**src/rtl/io_dec_pkg.sv**
```systemverilog
package io_dec_pkg;

  // Strobes passed from the decode control to the latch/mux datapath.
  typedef struct packed {
    logic clrAll;       // synchronous clear of every latch
    logic wrEn;         // output-space access: capture at the edge
    logic rdEn;         // input-space access: drive the read line
    logic expSel;       // bank select: 0 onboard, 1 expansion
    logic setFlagZero;  // raise first sticky indicator
    logic setFlagF;     // raise second sticky indicator
  } ioStrobes_t;

  localparam int unsigned NUM_BANKS = 2;

endpackage

```
**src/rtl/io_dec_ctrl.sv**
```systemverilog
module io_dec_ctrl
  import io_dec_pkg::*;
#(
  parameter int unsigned WORD_W = 8,
  parameter int unsigned OP_W   = 4
) (
  input  logic                          rst,
  input  logic [WORD_W-1:0]             progWord,
  input  logic                          writeStb,
  input  logic                          flagZeroPulse,
  input  logic                          flagFPulse,
  output logic [OP_W-1:0]               opcode,
  output logic [WORD_W-OP_W-2:0]        bitSel,
  output ioStrobes_t                    strobes
);

  localparam int unsigned ADDR_W = WORD_W - OP_W;
  localparam int unsigned SEL_W  = ADDR_W - 1;

  logic [ADDR_W-1:0] ioAddr;

  // Split the program word: opcode on top, I/O address below.
  assign opcode = progWord[WORD_W-1 -: OP_W];
  assign ioAddr = progWord[ADDR_W-1:0];

  // The top address bit picks the bank; the rest picks the bit.
  assign bitSel = ioAddr[SEL_W-1:0];

  always_comb begin
    strobes             = '0;
    strobes.clrAll      = rst;
    // WRITE acts as the extra address bit that chooses the space.
    strobes.wrEn        = writeStb;
    strobes.rdEn        = !writeStb;
    strobes.expSel      = ioAddr[ADDR_W-1];
    strobes.setFlagZero = flagZeroPulse;
    strobes.setFlagF    = flagFPulse;
  end

endmodule

```
**src/rtl/io_dec_dp.sv**
```systemverilog
module io_dec_dp
  import io_dec_pkg::*;
#(
  parameter int unsigned ADDR_W = 4
) (
  input  logic                            clk,
  input  ioStrobes_t                      strobes,
  input  logic [ADDR_W-2:0]               bitSel,
  input  logic                            dataOut,
  input  logic [(1 << (ADDR_W-1))-1:0]    boardIn,
  input  logic [(1 << (ADDR_W-1))-1:0]    expIn,
  output logic                            readBit,
  output logic [(1 << (ADDR_W-1))-1:0]    boardOut,
  output logic [(1 << (ADDR_W-1))-1:0]    expOut,
  output logic                            flagZeroLed,
  output logic                            flagFLed
);

  localparam int unsigned SEL_W  = ADDR_W - 1;
  localparam int unsigned BANK_W = 1 << SEL_W;

  logic [NUM_BANKS-1:0][BANK_W-1:0] bankIn;
  logic [NUM_BANKS-1:0][BANK_W-1:0] latchQ;

  assign bankIn[0] = boardIn;
  assign bankIn[1] = expIn;

  // Input side: one bit out of the selected bank, silent during writes.
  always_comb begin
    readBit = 1'b0;
    if (strobes.rdEn) begin
      readBit = bankIn[strobes.expSel][bitSel];
    end
  end

  // Output side: one addressable latch per bit, captured only at an
  // edge where the write strobe is high.
  for (genvar b = 0; b < NUM_BANKS; b++) begin : g_bank
    logic bankWr;
    assign bankWr = strobes.wrEn && (strobes.expSel == 1'(b));

    for (genvar i = 0; i < BANK_W; i++) begin : g_bit
      logic bitQ;
      always_ff @(posedge clk) begin
        if (strobes.clrAll) begin
          bitQ <= 1'b0;
        end else if (bankWr && (bitSel == SEL_W'(i))) begin
          bitQ <= dataOut;
        end
      end
      assign latchQ[b][i] = bitQ;
    end
  end

  assign boardOut = latchQ[0];
  assign expOut   = latchQ[1];

  // Sticky indicators: set by a pulse, cleared only by reset.
  always_ff @(posedge clk) begin
    if (strobes.clrAll) begin
      flagZeroLed <= 1'b0;
      flagFLed    <= 1'b0;
    end else begin
      if (strobes.setFlagZero) flagZeroLed <= 1'b1;
      if (strobes.setFlagF)    flagFLed    <= 1'b1;
    end
  end

endmodule

```
**src/rtl/wq_io_decoder.sv**
```systemverilog
module wq_io_decoder
  import io_dec_pkg::*;
#(
  parameter int unsigned WORD_W = 8,
  parameter int unsigned OP_W   = 4
) (
  input  logic                                      clk,
  input  logic                                      rst,
  input  logic [WORD_W-1:0]                         progWord,
  input  logic                                      writeStb,
  input  logic                                      dataOut,
  input  logic                                      flagZeroPulse,
  input  logic                                      flagFPulse,
  input  logic [(1 << (WORD_W-OP_W-1))-1:0]         boardIn,
  input  logic [(1 << (WORD_W-OP_W-1))-1:0]         expIn,
  output logic [OP_W-1:0]                           opcode,
  output logic                                      readBit,
  output logic [(1 << (WORD_W-OP_W-1))-1:0]         boardOut,
  output logic [(1 << (WORD_W-OP_W-1))-1:0]         expOut,
  output logic                                      flagZeroLed,
  output logic                                      flagFLed
);

  localparam int unsigned ADDR_W = WORD_W - OP_W;
  localparam int unsigned SEL_W  = ADDR_W - 1;

  ioStrobes_t        strobes;
  logic [SEL_W-1:0]  bitSel;

  io_dec_ctrl #(
    .WORD_W (WORD_W),
    .OP_W   (OP_W)
  ) u_ctrl (
    .rst           (rst),
    .progWord      (progWord),
    .writeStb      (writeStb),
    .flagZeroPulse (flagZeroPulse),
    .flagFPulse    (flagFPulse),
    .opcode        (opcode),
    .bitSel        (bitSel),
    .strobes       (strobes)
  );

  io_dec_dp #(
    .ADDR_W (ADDR_W)
  ) u_dp (
    .clk         (clk),
    .strobes     (strobes),
    .bitSel      (bitSel),
    .dataOut     (dataOut),
    .boardIn     (boardIn),
    .expIn       (expIn),
    .readBit     (readBit),
    .boardOut    (boardOut),
    .expOut      (expOut),
    .flagZeroLed (flagZeroLed),
    .flagFLed    (flagFLed)
  );

endmodule

```
**config.mk**
```make
export PLATFORM = sky130hd
export DESIGN_NAME = wq_io_decoder
export DESIGN_NICKNAME = d
export VERILOG_FILES = /design/src/rtl/io_dec_pkg.sv /design/src/rtl/io_dec_ctrl.sv /design/src/rtl/io_dec_dp.sv /design/src/rtl/wq_io_decoder.sv
export SDC_FILE = /design/constraint.sdc
export NUM_CORES = 1
export LEC_CHECK = 0
export BUFFER_PORTS_ARGS = -buffer_cell sky130_fd_sc_hd__buf_4
export CAP_MARGIN = 40
export CORE_MARGIN = 2
export CORE_UTILIZATION = 45
export CTS_CLUSTER_DIAMETER = 200
export DETAILED_ROUTE_END_ITERATION = 10
export GPL_TIMING_DRIVEN = 0
export PLACE_DENSITY = 0.78
export SLEW_MARGIN = 40
export SYNTH_ARGS = -nofsm -noshare
export SYNTH_HDL_FRONTEND = slang
export SYNTH_HIERARCHICAL = 1
export SYNTH_SLANG_ARGS = --single-unit
```
**constraint.sdc**
```tcl
create_clock -name clk -period 2.11 [get_ports clk]
set_input_delay 0.211 -clock clk [delete_from_list [all_inputs] [get_ports clk]]
set_output_delay 0.211 -clock clk [all_outputs]
set_load 0.01 [all_outputs]
```
==> impl_metrics.json <==
{
  "grt_pass1_vias": 918,
  "ys_async_sr_fraction_pct": 0,
  "worstMarginPinSlew_ps": 666.2,
  "max-slew-margin-rel_pct": 55.49,
  "die_h_um": 53.58,
  "worst_slack_ps": 389.0,
  "cts_sinks": 18,
  "synth_fa_ha_area_share_pct": 0,
  "postSynthAreaPerCell_sq_um": 8.015,
  "antenna_found_initial": 0,
  "dieArea_sq_um": 2870,
  "power-per-cell-area_nw_per_um2": 472.6,
  "end_kind": "output port",
  "fmax_mhz": 581.1,
  "core_sq_um": 2276,
  "p_leak_uw": 0.0007057,
  "yosys.area_share.simple_pct": 19.46,
  "grt_max_degree": 11,
  "fin_crit_ps": 1721,
  "syn_area_sq_um": 1106,
  "fin_setup_tns_ps": 0,
  "htreeDepth": 1,
  "grt-ovfl-total": 0,
  "syn_nets": 168,
  "layout.nets": 214,
  "maxCapViolCount": 0,
  "ctsRootBufferMaster": "clkbuf_4",
  "synthDominantCellAreaShare_pct": 32.58,
  "synth_edf_count": 0,
  "outcome": "completed",
  "drt-total-wl_mm": 2.453,
  "drt_iter0_drc": 12,
  "via_count": 1006,
  "rows": 17,
  "hold_path_class": "in -> reg",
  "initial_core_util_pct": 48.60,
  "track_usage_pct": 19.17,
  "synth-compound-area-share_pct": 11.99,
  "yosysWarnings": 6,
  "synth-xor-area-share_pct": 0,
  "setup_viol": 0,
  "vdd_drop_max_mv": 0.4920,
  "cp_max_fo": 10,
  "ys_ff_latch": 18,
  "clk_latency_ps": 290,
  "die_w_um": 53.58,
  "ys.flop_type": "dfxtp_1",
  "cts_made_buffers": 3,
  "drive_gt1_share_pct": 43.17,
  "ys_top_cells_by_area": "dfxtp_1 33%, buf_4 20%, mux2i_1 7.2%, nor2_1 7.1%, a21oi_1 4.5%",
  "synth_top_family_by_area": "buffers and inverters",
  "cts_tree": "built",
  "clock_skew_ps": 0,
  "critical_path_class": "in -> out",
  "cp.required_ps": 1900,
  "slew_violations": 0,
  "grt_pass1_wl_mm": 4.036,
  "viasPerCell": 4.768,
  "ctsResizeCount": 0,
  "dp_hpwl_mm": 1.896,
  "fin_util_pct": 65.26,
  "rsz0062_at_grt": "no",
  "firstDrtPassIters": 4,
  "syn_inst": 138,
  "clkTransAtPathRegs_ps": 100,
  "preCtsSetupSlack_ps": 412.0,
  "period_share_pct": 81.56,
  "gp_congestion": 0.7901,
  "cp.arrival_ps": 1510,
  "remaining_drc_errors": 0,
  "yosys-mux-area-fraction_pct": 12.67,
  "area_growth_pct": 34.28,
  "ios": 53,
  "postCtsSetupRepairBufs": 0,
  "io_buffers": 41,
  "critPathLaunchType": "input pin",
  "hold_violations": 0,
  "ant_nets": 0,
  "cts_buffer_depth": 2,
  "antenna_cells": 0,
  "postCtsHoldBufs": 0,
  "wl_per_cell_um": 11.63,
  "synth.distinct_cells": 25,
  "synth_top_area_cell": "dfxtp_1",
  "yosysSeqAreaShare_pct": 32.58
}
path summary, 6_finish.rpt:
check        cells after the start                                         to                                      start  slack, ps
min reg2reg                      2  u_dp/g_bank[0].g_bit[0].bitQ$_SDFFE_PP0P_  u_dp/g_bank[0].g_bit[0].bitQ$_SDFFE_PP0P_        470
max                              7                                    readBit                                progWord[3]        390
max reg2reg                      2  u_dp/g_bank[1].g_bit[5].bitQ$_SDFFE_PP0P_  u_dp/g_bank[1].g_bit[5].bitQ$_SDFFE_PP0P_       1460
min                              3              u_dp/flagZeroLed$_SDFFE_PP0P_                              flagZeroPulse        120
through the flow:
step	power [uW]	hold WS, ps	instance area [sq um]	cells
after CTS	712.1	112.5	1485	211
after detailed placement	502.7	423.8	1449	207
final	701.9	124.0	1485	211
after global routing	738.5	142.7	1485	211
after floorplan	443.0	354.9	1106	138
after global placement	497.9	414.0	1449	207
cell families after synthesis:
family,after synthesis
flip-flops,18
AND/OR/NAND/NOR,48
multiplexers,11
AO/OA/AOI/OAI,24
buffers and inverters,37
metal layers:
layer | wire (um) | up-vias | GRT usage, %
met5 | 0 | - | 0
met4 | 3 | 0 | 2.991
met3 | 124 | 2 | 6.389
met2 | 1295 | 25 | 34.57
met1 | 1030 | 457 | 22.32
li1 | - | 522 | -
cell type report:
type / instances / area, sq um
buffer: 35 / 250.2
clock buffer: 4 / 36.28
fill: 211 / 790.8
inverter: 2 / 7.507
multi-input combinational: 83 / 488.0
sequential: 18 / 360.3
tap: 28 / 35.03
timing repair buffer: 41 / 307.8
state kept, by name (all words and copies together) (netlist names):
register,cells
u_dp/flagZeroLed,1
u_dp/flagFLed,1
u_dp/g_bank.g_bit.bitQ,16
report_power, final:
group / switching (uW) / internal [uW] / leakage, uW
registers: 3.19 / 346 / 0.000146
logic: 63.3 / 82.3 / 0.000539
clock network: 102 / 105 / 0.0000210
total: 168 / 534 / 0.000706
placed cells by master (no fill, tap or decap), drive strengths merged:
cell | synthesis | routed
buf | 32 | 73
nor2 | 21 | 21
dfxtp | 18 | 18
nand2 | 12 | 12
o21ai | 10 | 10
a21oi | 10 | 10
mux2i | 8 | 8
clkbuf | 3 | 7
nand2b | 4 | 4
nand3 | 3 | 3
nor3 | 3 | 3
inv | 2 | 2
nand3b | 2 | 2
mux4 | 2 | 2
o2bb2ai | 1 | 1
mux2 | 1 | 1
nor2b | 1 | 1
and2b | 1 | 1
a211oi | 1 | 1
a2111oi | 1 | 1
o21a | 1 | 1
nor3b | 1 | 1
worst max-delay path, cell delays in order:
cell and delay (ps):
buf_4 90, buf_6 130, mux4_2 490, o2bb2ai_1 180, nor2_1 80, o21a_1 180
buf_4 140
synth_stat cells (3+ instances only):
library cell	count
buf_4	29
nor2_1	21
dfxtp_1	18
nand2_1	12
a21oi_1	10
o21ai_0	10
mux2i_1	8
nand2b_1	4
clkbuf_1	3
nand3_1	3
nor3_1	3
(Power assumes the default switching activity.)
